<file path="config.mk">
export PLATFORM = sky130hd
export DESIGN_NAME = gpio_irq_bank
export DESIGN_NICKNAME = d
export VERILOG_FILES = /design/src/rtl/gpio_irq_pkg.sv /design/src/rtl/gpio_in_sync.sv /design/src/rtl/gpio_edge_sense.sv /design/src/rtl/gpio_bank_regs.sv /design/src/rtl/gpio_irq_bank.sv
export SDC_FILE = /design/constraint.sdc
export NUM_CORES = 1
export LEC_CHECK = 0
export CORE_ASPECT_RATIO = 1.5
export CORE_MARGIN = 2
export CORE_UTILIZATION = 57
export DETAILED_ROUTE_END_ITERATION = 7
export PLACE_DENSITY_LB_ADDON = 0.05
export SYNTH_ARGS = -nofsm -noshare
export SYNTH_HDL_FRONTEND = slang
export SYNTH_SLANG_ARGS = --single-unit
</file>
<file path="constraint.sdc">
create_clock -name clk -period 1.9 [get_ports clk]
set_input_delay 0.38 -clock clk [delete_from_list [all_inputs] [get_ports clk]]
set_output_delay 0.38 -clock clk [all_outputs]
set_load 0.02 [all_outputs]
</file>
<file path="src/rtl/gpio_irq_pkg.sv">
package gpio_irq_pkg;
    localparam int MAX_PINS = 32;
    localparam int BUS_W    = 32;

    // byte offsets of the register words
    localparam int OFS_MODE  = 'h00;
    localparam int OFS_DIR   = 'h04;
    localparam int OFS_OUT   = 'h08;
    localparam int OFS_IN    = 'h0C;
    localparam int OFS_STAT  = 'h10;
    localparam int OFS_CLR   = 'h14;
    localparam int OFS_MASK  = 'h18;
    localparam int OFS_MSET  = 'h1C;
    localparam int OFS_POL   = 'h20;
    localparam int OFS_EDGE  = 'h24;
    localparam int OFS_BOTH  = 'h4C;
    localparam int OFS_INEN  = 'h50;
endpackage

</file>
<file path="src/rtl/gpio_in_sync.sv">
module gpio_in_sync #(
    parameter int NPINS = 16
) (
    input  logic             clk,
    input  logic             rst_n,
    input  logic [NPINS-1:0] pin_in,
    input  logic [NPINS-1:0] inen,
    output logic [NPINS-1:0] gated
);
    typedef struct packed {
        logic [NPINS-1:0] s1;
        logic [NPINS-1:0] s2;
    } sync_t;

    sync_t st_d, st_q;

    always_comb begin
        st_d    = st_q;
        st_d.s1 = pin_in;
        st_d.s2 = st_q.s1;
    end

    always_ff @(posedge clk or negedge rst_n) begin
        if (!rst_n) st_q <= '0;
        else        st_q <= st_d;
    end

    assign gated = st_q.s2 & inen;
endmodule

</file>
<file path="src/rtl/gpio_edge_sense.sv">
module gpio_edge_sense #(
    parameter int NPINS = 16
) (
    input  logic             clk,
    input  logic             rst_n,
    input  logic [NPINS-1:0] lvl_in,
    input  logic [NPINS-1:0] mode,
    input  logic [NPINS-1:0] pol,
    input  logic [NPINS-1:0] edge_sel,
    input  logic [NPINS-1:0] both,
    output logic [NPINS-1:0] evt,
    output logic [NPINS-1:0] lvl_hit
);
    typedef struct packed {
        logic [NPINS-1:0] prev;
    } sense_t;

    sense_t st_d, st_q;

    always_comb begin
        st_d      = st_q;
        st_d.prev = lvl_in;
    end

    always_ff @(posedge clk or negedge rst_n) begin
        if (!rst_n) st_q <= '0;
        else        st_q <= st_d;
    end

    for (genvar i = 0; i < NPINS; i++) begin : g_pin
        logic rise, fall, hit;
        assign rise = lvl_in[i] & ~st_q.prev[i];
        assign fall = ~lvl_in[i] & st_q.prev[i];
        assign hit  = both[i] ? (rise | fall) : (pol[i] ? fall : rise);
        assign evt[i]     = mode[i] & edge_sel[i] & hit;
        assign lvl_hit[i] = mode[i] & ~edge_sel[i] & (lvl_in[i] ^ pol[i]);
    end

    // an edge needs a change on the pin since the last cycle
    AST_EVT_NEEDS_CHANGE: assert property (@(posedge clk) disable iff (!rst_n)
        (evt & ~(lvl_in ^ $past(lvl_in))) == '0);
endmodule

</file>
<file path="src/rtl/gpio_bank_regs.sv">
module gpio_bank_regs
    import gpio_irq_pkg::*;
#(
    parameter int NPINS     = 16,
    parameter bit ALWAYS_IN = 1'b1,
    parameter int ADDR_W    = 8
) (
    input  logic              clk,
    input  logic              rst_n,
    input  logic              bus_wr,
    input  logic              bus_rd,
    input  logic [ADDR_W-1:0] bus_addr,
    input  logic [BUS_W-1:0]  bus_wdata,
    input  logic [NPINS-1:0]  pin_live,
    input  logic [NPINS-1:0]  evt,
    input  logic [NPINS-1:0]  lvl_hit,
    output logic [NPINS-1:0]  mode_o,
    output logic [NPINS-1:0]  dir_o,
    output logic [NPINS-1:0]  outd_o,
    output logic [NPINS-1:0]  pol_o,
    output logic [NPINS-1:0]  edge_o,
    output logic [NPINS-1:0]  both_o,
    output logic [NPINS-1:0]  inen_o,
    output logic [BUS_W-1:0]  rd_data,
    output logic              irq
);
    typedef struct packed {
        logic [NPINS-1:0] mode;
        logic [NPINS-1:0] dir;
        logic [NPINS-1:0] outd;
        logic [NPINS-1:0] pol;
        logic [NPINS-1:0] edg;
        logic [NPINS-1:0] both;
        logic [NPINS-1:0] inen;
        logic [NPINS-1:0] mask;
        logic [NPINS-1:0] lat;
        logic [BUS_W-1:0] rd;
    } regs_t;

    regs_t            st_d, st_q;
    logic [NPINS-1:0] wbits, clr_bits, status, driving, in_view;
    logic [BUS_W-1:0] rd_sel;
    logic             unused_hi;

    assign wbits     = bus_wdata[NPINS-1:0];
    assign unused_hi = ^(bus_wdata >> NPINS);

    assign driving = st_q.dir & ~st_q.mode;
    assign in_view = ALWAYS_IN ? pin_live : (pin_live & ~driving);
    assign status  = (st_q.lat & st_q.mode & st_q.edg) | lvl_hit;

    always_comb begin
        case (bus_addr)
            ADDR_W'(OFS_MODE): rd_sel = BUS_W'(st_q.mode);
            ADDR_W'(OFS_DIR):  rd_sel = BUS_W'(st_q.dir);
            ADDR_W'(OFS_OUT):  rd_sel = BUS_W'(st_q.outd);
            ADDR_W'(OFS_IN):   rd_sel = BUS_W'(in_view);
            ADDR_W'(OFS_STAT): rd_sel = BUS_W'(status);
            ADDR_W'(OFS_MASK): rd_sel = BUS_W'(st_q.mask);
            ADDR_W'(OFS_POL):  rd_sel = BUS_W'(st_q.pol);
            ADDR_W'(OFS_EDGE): rd_sel = BUS_W'(st_q.edg);
            ADDR_W'(OFS_BOTH): rd_sel = BUS_W'(st_q.both);
            ADDR_W'(OFS_INEN): rd_sel = BUS_W'(st_q.inen);
            default:           rd_sel = '0;
        endcase
    end

    always_comb begin
        st_d     = st_q;
        clr_bits = '0;
        if (bus_wr) begin
            case (bus_addr)
                ADDR_W'(OFS_MODE): st_d.mode = wbits;
                ADDR_W'(OFS_DIR):  st_d.dir  = wbits;
                ADDR_W'(OFS_OUT):  st_d.outd = wbits;
                ADDR_W'(OFS_CLR):  clr_bits  = wbits;
                ADDR_W'(OFS_MASK): st_d.mask = st_q.mask & wbits;
                ADDR_W'(OFS_MSET): st_d.mask = st_q.mask | wbits;
                ADDR_W'(OFS_POL):  st_d.pol  = wbits;
                ADDR_W'(OFS_EDGE): st_d.edg  = wbits;
                ADDR_W'(OFS_BOTH): st_d.both = wbits;
                ADDR_W'(OFS_INEN): st_d.inen = wbits;
                default: ;
            endcase
        end
        // a fresh event outranks a clear in the same cycle
        st_d.lat = (st_q.lat & ~clr_bits) | evt;
        if (bus_rd) st_d.rd = rd_sel;
    end

    always_ff @(posedge clk or negedge rst_n) begin
        if (!rst_n) st_q <= '0;
        else        st_q <= st_d;
    end

    assign mode_o  = st_q.mode;
    assign dir_o   = st_q.dir;
    assign outd_o  = st_q.outd;
    assign pol_o   = st_q.pol;
    assign edge_o  = st_q.edg;
    assign both_o  = st_q.both;
    assign inen_o  = st_q.inen;
    assign rd_data = st_q.rd;
    assign irq     = |(status & st_q.mask);

    AST_IRQ_NEEDS_MASK: assert property (@(posedge clk) disable iff (!rst_n)
        irq |-> (st_q.mask != '0));

    AST_CLR_TAKES: assert property (@(posedge clk) disable iff (!rst_n)
        (bus_wr && bus_addr == ADDR_W'(OFS_CLR))
        |=> ((st_q.lat & $past(wbits & ~evt)) == '0));

    AST_EVT_WINS: assert property (@(posedge clk) disable iff (!rst_n)
        (evt != '0) |=> ((st_q.lat & $past(evt)) == $past(evt)));

    AST_MASK_SET: assert property (@(posedge clk) disable iff (!rst_n)
        (bus_wr && bus_addr == ADDR_W'(OFS_MSET))
        |=> ((st_q.mask & $past(wbits)) == $past(wbits)));

    AST_MASK_ZERO_CLR: assert property (@(posedge clk) disable iff (!rst_n)
        (bus_wr && bus_addr == ADDR_W'(OFS_MASK))
        |=> ((st_q.mask & ~$past(wbits)) == '0));

    AST_RD_HOLD: assert property (@(posedge clk) disable iff (!rst_n)
        !bus_rd |=> $stable(rd_data));
endmodule

</file>
<file path="src/rtl/gpio_irq_bank.sv">
module gpio_irq_bank
    import gpio_irq_pkg::*;
#(
    parameter int NPINS     = 16,
    parameter bit ALWAYS_IN = 1'b1,
    parameter int ADDR_W    = 8
) (
    input  logic              clk,
    input  logic              rst_n,
    input  logic              bus_wr,
    input  logic              bus_rd,
    input  logic [ADDR_W-1:0] bus_addr,
    input  logic [31:0]       bus_wdata,
    output logic [31:0]       rd_data,
    input  logic [NPINS-1:0]  pin_in,
    output logic [NPINS-1:0]  pin_out,
    output logic [NPINS-1:0]  pin_oe,
    output logic              irq
);
    logic [NPINS-1:0] gated, evt, lvl_hit;
    logic [NPINS-1:0] mode, dir, outd, pol, edge_sel, both, inen;

    initial begin
        AST_PIN_RANGE: assert (NPINS >= 1 && NPINS <= MAX_PINS);
    end

    gpio_in_sync #(.NPINS(NPINS)) u_sync (
        .clk    (clk),
        .rst_n  (rst_n),
        .pin_in (pin_in),
        .inen   (inen),
        .gated  (gated)
    );

    gpio_edge_sense #(.NPINS(NPINS)) u_sense (
        .clk      (clk),
        .rst_n    (rst_n),
        .lvl_in   (gated),
        .mode     (mode),
        .pol      (pol),
        .edge_sel (edge_sel),
        .both     (both),
        .evt      (evt),
        .lvl_hit  (lvl_hit)
    );

    gpio_bank_regs #(.NPINS(NPINS), .ALWAYS_IN(ALWAYS_IN), .ADDR_W(ADDR_W)) u_regs (
        .clk       (clk),
        .rst_n     (rst_n),
        .bus_wr    (bus_wr),
        .bus_rd    (bus_rd),
        .bus_addr  (bus_addr),
        .bus_wdata (bus_wdata),
        .pin_live  (gated),
        .evt       (evt),
        .lvl_hit   (lvl_hit),
        .mode_o    (mode),
        .dir_o     (dir),
        .outd_o    (outd),
        .pol_o     (pol),
        .edge_o    (edge_sel),
        .both_o    (both),
        .inen_o    (inen),
        .rd_data   (rd_data),
        .irq       (irq)
    );

    assign pin_out = outd;
    assign pin_oe  = dir & ~mode;

    AST_OE_OFF_FOR_IRQ: assert property (@(posedge clk) disable iff (!rst_n)
        (pin_oe & mode) == '0);
endmodule

</file>
**Word-level counts from Yosys, hierarchy flattened**

Index checks and enable logic that the tools add are counted.

- Bits in registers: 224
- Bits of input ports: 60
- Output and inout port bits: 65
- Word-level logic and storage cells: 259

- Equal/unequal tests: 11
- Muxes and demuxes: 36
- Bitwise gates (word level): 188
- Reductions and logical operators: 11

Operator list:

| cell | number |
|---|---|
| one-hot mux 16 bit (10 select lines) | 1 |
| bitwise AND 16 bit | 7 |
| bitwise AND 1 bit | 96 |
| NOT 1 bit | 48 |
| bitwise OR 16 bit | 3 |
| equality test 8 x 5 -> 1 bit, second input constant | 4 |
| two-way mux 1 bit | 32 |
| two-way mux 16 bit | 2 |
| NOT 16 bit | 2 |
| one-hot mux 16 bit (2 select lines) | 1 |
| equality test 8 x 4 -> 1 bit, second input constant | 2 |
| equality test 8 x 6 -> 1 bit, second input constant | 2 |
| equality test 8 x 7 -> 1 bit, second input constant | 2 |
| bitwise OR 1 bit | 16 |
| AND reduction 2 bit | 8 |
| OR reduction 16 bit | 1 |
| XOR 1 bit | 16 |
| equality test 8 x 3 -> 1 bit, second input constant | 1 |
| zero test 8 bit | 1 |
| nonzero test 2 bit | 1 |

**Logic depth before layout (Yosys ltp)**

Gate-level depths: netlist (run 1).

- Word-level depth: 7
- Depth in mapped cells: 9
- Gate-level depth less buffers: 7

**Cells and area by module**

A second synthesis (run 1) with hierarchy kept.

- Cell total of the unflattened synthesis: 1048
- Area, all modules: 11566.1 um^2

Modules (own cells, without submodules):

| module | instances | cells each | area each (um^2) | seq. area each (um^2) |
|---|---|---|---|---|
| gpio_bank_regs | 1 | 824 | 8843.5 | 4003.8 |
| gpio_edge_sense | 1 | 160 | 1601.5 | 400.4 |
| gpio_in_sync | 1 | 48 | 900.9 | 800.8 |
| gpio_irq_bank | 1 | 16 | 220.2 | 0.0 |

**Worst setup path after synthesis (run 1)**

OpenSTA, ideal clock, no wires.

- Path kind: input -> register
- Start point: input bus_addr[0]
- End point: register u_regs.st_q[37] (netlist name)
- Setup time: 0.122 ns
- Arrival: 1.827 ns
- Required time: 1.778 ns
- Slack: -0.048 ns
- Cell stages on the path: 9
- Buffers on the path: 4
- Cell sequence: buf_4 > or3_1 > buf_6 > nor2_8 > and3_1 > buf_4 > buf_6 > nand2_1 > a32o_1

RTL lines:

| what | RTL line | source |
|---|---|---|
| start, declared | gpio_irq_bank.sv:12 | `input logic [ADDR_W-1:0] bus_addr,` |
| end signal, assigned | gpio_bank_regs.sv:93 | `else st_q <= st_d;` |
| end, declared | gpio_bank_regs.sv:40 | `regs_t st_d, st_q;` |

**Worst setup path in the final report (run 1)**

- Start point: register u_regs.st_q, in the netlist u_regs.inen_o[13]
- End point: output irq

- Word-level cells in the longest chain between the ends: 6

Ends and longest elaborated chain:

| what | RTL line | source |
|---|---|---|
| bitwise AND 16 bit | gpio_in_sync.sv:28 | `assign gated = st_q.s2 & inen;` |
| XOR 1 bit | gpio_edge_sense.sv:36 | `assign lvl_hit[i] = mode[i] & ~edge_sel[i] & (lvl_in[i] ^ pol[i]);` |
| bitwise AND 1 bit | gpio_edge_sense.sv:36 |  |
| bitwise OR 16 bit | gpio_bank_regs.sv:50 | `assign status = (st_q.lat & st_q.mode & st_q.edg) \| lvl_hit;` |
| bitwise AND 16 bit | gpio_bank_regs.sv:104 | `assign irq = \|(status & st_q.mask);` |
| OR reduction 16 bit | gpio_bank_regs.sv:104 |  |
| end, declared | gpio_irq_bank.sv:18 | `output logic irq` |

No other way between the ends.

==> results.toml, run 1 <==
[yosys]
ys_seq_elements = 208
ys.flop_type = "dfrtp_1"
synth_common_cells = "dfrtp_1 (208), mux2_2 (113), buf_4 (61)"
synth_edf_count = 0
synth.area.top_cells = "dfrtp_1 (48%), mux2_2 (12%), buf_4 (4.2%)"
synth_warnings = 0
yosysSeqAreaShare_pct = 47.83
avgSynthCellArea_um2 = 11.52
syn_area_um2 = 10880
yosys.area.top_type_share_pct = 47.83
synthMostInstantiatedCell = "dfrtp_1"
synthArstFlopShare_pct = 100.0
synth_cells = 945
synth_cell_types = 72
yosysTopAreaCell = "dfrtp_1"

[setup_path]
reg2reg_from = "u_regs.inen_o[12]"
r2r_end = "u_regs.st_q[44]"
cp_cell_sequence = "nand2_1, xnor2_1, o2111ai_1, nand4_1, or4_4, buf_6"
start_kind = "register"
critical_path_class = "register to output port"
cpMaxStageDelayCell = "or4_4"
r2r_cells = 8
critPathMaxStageDelay_ns = 0.55
path_max_fanout = 2
cp-end-kind = "output port"
r2r_slack_ns = 0.14
critPathRequiredTime_ns = 1.52
worstPathArrival_ns = 2.34

[sta]
rsz0062_at_grt = "true"
final_max_slew_viol_count = 0
finalSetupViolCount = 1
timing.fmax_mhz = 367.9
period_share_pct = 143.1
worst_pin_slew_ns = 0.5623
clock_skew_ns = 0.01051
max-slew-margin-rel_pct = 62.52
timing.final.ws_setup_ns = -0.8181
whs_ns = 0.3067
period_minus_slack_ns = 2.718
hold_viol_final = 0

[pwr]
swShare_pct = 24.76
p_seq_share_pct = 45.0
p_clk_share_pct = 43.2
powerDensity_nw_per_um2 = 733.1
p_leak_nw = 7.177
power_frac_comb_pct = 11.7
switching_power_mw = 2.603
irDropWorstVdd_uv = 690.6
p_int_mw = 7.910

[drt]
ant_nets = 0
drt_iter0_drc = 701
viasPerCell = 6.078
wl_per_cell_um = 24.18
vias = 8983
dr.pass1.iters = 5
wl_mm = 35.74
drcViolationCount = 0

[place]
dp_slack_ns = -0.9021
hpwl_mm = 25.08
portBuffers = 92
gp_congestion = 0.9373
placed_area_um2 = 13460

[worst_hold_path]
hold_depth = 1
worstHoldEndpoint = "u_sync.st_d[15]"
min_from = "pin_in[15]"
hp-class = "input pin to register"

[grt]
grt_overflow_total = 0
grt_antenna_before_repair = 0
grt_pass1_vias = 9790
grt_max_degree = 58
grt_pass1_wl_mm = 54.25
grt.total_usage_pct = 35.45

[final_layout]
stdcell_area_um2 = 14340
drive_gt1_share_pct = 36.22
finalNetCount = 1303
diodes = 0
layout-area-overhead-vs-synth_pct = 31.78

[floorplan]
die_area_um2 = 20240
fp.dieW_um = 116.8
start_util_pct = 58.44
die_height_um = 173.2
core-area_um2 = 18620
ioPinCount = 125
rows = 61

[clocking]
clock_sinks = 208
cts_buffer_depth = 3
cts_buffers = 22
cts_max_level = 1
clk_latency_ns = 0.51
tritoncts = "done"
clk_pin_slew_ns = 0.07
root_buffer = "clkbuf_16"

[job]
drv_cap = 0

[run_status]
status = "finished with violations"
failed_checks = "setup timing"
-- power groups by stage --
stage          sequential [mW]  combinational [mW]  clock, mW
2_1_floorplan             4.80               0.566          0
3_3_place_gp              4.80                1.18          0
3_5_place_dp              4.81                1.22          0
4_1_cts                   4.73                1.22       4.58
5_1_grt                   4.75                1.31       4.78
6_report                  4.74                1.23       4.55
-- layout by cell type, fill, tap and decap left out, drive strengths merged, types with 4 or more instances in the layout --
cell type	n
buf	245
dfrtp	208
mux2	119
nand2	58
nor2	52
a21oi	42
clkdlybuf4s50	39
clkbuf	37
inv	36
nor2b	33
ha	32
o2111ai	28
dlygate4sd2	26
nand2b	19
a211oi	18
mux2i	18
a32o	17
conb	16
xnor2	15
nand3	14
nor3	13
a22oi	12
o21ai	12
dlymetal6s2s	10
a221oi	7
a222oi	6
o22ai	6
a32oi	6
clkinv	6
nand4	5
a31oi	4
a22o	4
o22a	4
and3	4
a311oi	4
-- per-stage QoR --
step | TNS (ns) | power [mW] | utilization (%) | instances
detailed placement | -91.51 | 6.026 | 72.29 | 1430
global placement | -88.35 | 5.978 | 72.29 | 1430
CTS | -0.8030 | 10.53 | 76.93 | 1476
finish | -0.8181 | 10.51 | 77.01 | 1478
floorplan | -0.4120 | 5.364 | - | 960
global route | -0.8882 | 10.84 | 77.01 | 1478
-- kinds of logic after synthesis --
family / synth area share, %
and+or+nand+nor: 11.88
muxes: 14.38
other: 0.03446
buffers and inverters: 7.864
DFF: 47.83
adders and majority gates: 3.679
xor gates and xnor gates: 1.207
AOI/OAI and AO/OA: 13.13
-- registers in the layout, indices dropped and copies added (netlist names) --
name	flops
u_regs.dir_o	16
u_regs.inen_o	16
u_regs.rd_data	16
u_regs.mode_o	16
u_regs.st_q	32
u_regs.outd_o	16
u_regs.edge_o	16
u_regs.both_o	16
u_sense.st_q	16
u_sync.st_d	16
u_regs.pol_o	16
u_sync.st_q	16
-- metal layers --
metal | global-route usage (%) | part of all wire [%] | wire length (µm) | up-vias
met2 | 58.69 | 50 | 17750 | 408
met4 | 18.24 | 5.6 | 2019 | 0
met5 | 0 | 0 | 0 | -
met3 | 5.594 | 6.5 | 2339 | 143
li1 | - | - | - | 3922
met1 | 44.27 | 38 | 13630 | 4510
-- how the worst max path moves through the flow --
stage	cells past startpoint	from	slack, ns	endpoint
2_1_floorplan	9	bus_addr[1]	-0.04	u_regs.st_q[37]
3_3_place_gp	7	u_regs.inen_o[6]	-0.82	irq
3_5_place_dp	8	bus_addr[3]	-0.90	u_regs.rd_data[7]
4_1_cts	7	u_sync.st_q[6]	-0.80	irq
5_1_grt	7	u_regs.inen_o[6]	-0.89	irq
6_report	6	u_regs.inen_o[13]	-0.82	irq
-- final cells by class --
cell class              count  area, µm²
multi-input cells         612       4997
inverters                  36      135.1
repair buffers            331       2929
fillers                  1301       4282
clock inverters            10      131.4
well taps                 252      315.3
clock buffers              29      628.1
flip-flops and latches    208       5205
-- critical path, delay by kind of cell, from the launching register on --
kind / cells / cell delay (ns)
compound gates: 1 / 0.29
xor+xnor: 1 / 0.16
buf+inv: 1 / 0.15
flops: 1 / 0.35
simple gates: 3 / 0.87
-- what timing repair did --
action | in CTS | in global routing
gates cloned | 0 | 1
buffers inserted | 6 | 1
hold buffers | 1 | 0
hold endpoints to repair | 52 | 0
resized for setup | 85 | 28
endpoints found under the setup margin | 137 | 28
pin swaps | 9 | 4
Power figures use the tool's default switching activity.
==> inputs of run 2 (changes only) <==
RECOVER_POWER = 100   (was unset)
==> results.toml, run 2 (synthesis results as in run 1) <==
[setup_path]
critPathRequiredTime_ns = 1.52
cpMaxStageDelayCell = "or4_4"
setup.worst_path.start = "u_regs.inen_o[13]"
r2r_cells = 8
cp_cell_sequence = "nand2_1, xnor2_1, o2111ai_1, nand4_1, or4_4, buf_6"
cp-end-kind = "output port"
r2r_end = "u_regs.st_q[44]"
start_kind = "register"
worstPathArrival_ns = 2.33
endpoint = "irq"
r2r_slack_ns = 0.13
critical_path_class = "register to output port"
reg2reg_from = "u_regs.inen_o[12]"
path_max_fanout = 2
critPathMaxStageDelay_ns = 0.55

[grt]
grt_max_degree = 58
grt_overflow_total = 0
grt_pass1_wl_mm = 54.25
grt_antenna_before_repair = 0
grt_pass1_vias = 9790
grt.total_usage_pct = 35.45

[final_layout]
layout-area-overhead-vs-synth_pct = 31.78
final_cell_mix = "buf_4 (210), dfrtp_1 (208), mux2_2 (113)"
finalNetCount = 1303
drive_gt1_share_pct = 36.22
diodes = 0
largest_reg_flops = 32
final_common_cell = "buf_4"
max_flop_register = "u_regs.st_q"

[sta]
worst_pin_slew_ns = 0.5614
hold_viol_final = 0
finalSetupViolCount = 1
timing.final.ws_setup_ns = -0.8122
period_minus_slack_ns = 2.712
final_max_slew_viol_count = 0
whs_ns = 0.3482
max-slew-margin-rel_pct = 62.57
timing.fmax_mhz = 368.7
period_share_pct = 142.7
rsz0062_at_grt = "true"
clock_skew_ns = 0.009547

[job]
drv_cap = 0

[drt]
drcViolationCount = 0
dr.pass1.iters = 7
ant_nets = 0
wl_mm = 35.76
viasPerCell = 6.112
drt_iter0_drc = 709
wl_per_cell_um = 24.19
vias = 9034

[run_status]
failed_checks = "setup timing"
status = "finished with violations"

[clocking]
clk_pin_slew_ns = 0.06
cts_buffer_depth = 3
cts_buffers = 22
clock_sinks = 208
root_buffer = "clkbuf_16"
cts_max_level = 1
clk_latency_ns = 0.51
tritoncts = "done"

[floorplan]
die_area_um2 = 20240
core-area_um2 = 18620
rows = 61
fp.dieW_um = 116.8
start_util_pct = 58.44
ioPinCount = 125
die_height_um = 173.2

[pwr]
irDropWorstVdd_uv = 679.3
fin_total_pwr_mw = 10.51
powerDensity_nw_per_um2 = 732.8
p_leak_nw = 7.182

[worst_hold_path]
min_from = "u_sync.st_d[7]"
hp-class = "register to register"

[place]
hpwl_mm = 25.08
portBuffers = 92
gp_congestion = 0.9373
dp_slack_ns = -0.9021
run 2: changes by cell type in the layout (fill, tap and decap cells not counted):
cell | previous run | this run
buf_4 | 213 | 210
dlygate4sd3_1 | 1 | 17
clkdlybuf4s50_1 | 39 | 23
clkbuf_4 | 0 | 3
run 2: metal layers:
metal	wire, µm	global-route usage, %
met1	13650	44.27
met2	17670	58.69
met3	2317	5.594
met4	2119	18.24
met5	0	0
run 2: repair_timing:
item,CTS,global route
pin swaps,9,4
endpoints found under the setup margin,137,28
cloned,0,1
buffers inserted,6,1
endpoints found under the hold margin,52,0
gates resized for setup,85,28
hold buffers,1,0
run 2: where the power goes:
group | total, mW | switching [mW] | leakage, nW | internal, mW
logic | 1.23 | 0.663 | 4.00 | 0.563
registers | 4.74 | 0.131 | 2.81 | 4.60
clock network | 4.55 | 1.81 | 0.375 | 2.74
run 2: worst max-delay path: cells and delay by family (launching register included):
family	cells	cell delay [ns]
buffers and inverters	1	0.15
AND/OR/NAND/NOR	3	0.87
AO/OA/AOI/OAI	1	0.29
XOR/XNOR	1	0.16
flip-flops	1	0.35
run 2: through the flow:
| step | instances | TNS [ns] | area [µm²] | utilization [%] |
|---|---|---|---|---|
| CTS | 1476 | -0.8030 | 14330 | 76.93 |
| finish | 1478 | -0.8122 | 14340 | 77.01 |
| global route | 1478 | -0.8882 | 14340 | 77.01 |
| detailed placement | 1430 | -91.51 | 13460 | 72.29 |
| global placement | 1430 | -88.35 | 13460 | 72.29 |
| floorplan | 960 | -0.4120 | 10990 | - |
run 2: worst min path at each step:
| stage | to | cells past startpoint | slack, ns |
|---|---|---|---|
| floorplan | u_regs.both_o[0] | 0 | 0.08 |
| global placement | u_sync.st_q[14] | 0 | 0.33 |
| detailed placement | u_sync.st_q[15] | 0 | 0.33 |
| CTS | u_sync.st_d[2] | 1 | 0.30 |
| global route | u_sync.st_q[5] | 0 | 0.36 |
| finish | u_sync.st_q[7] | 0 | 0.35 |
run 2: area by class of cell:
| cell class | count | area, µm² |
|---|---|---|
| multi-input combinational | 612 | 4997 |
| timing repair buffer | 331 | 2929 |
| inverter | 36 | 135.1 |
| clock buffer | 29 | 628.1 |
| fill | 1301 | 4282 |
| sequential | 208 | 5205 |
| clock inverter | 10 | 131.4 |
| tap | 252 | 315.3 |
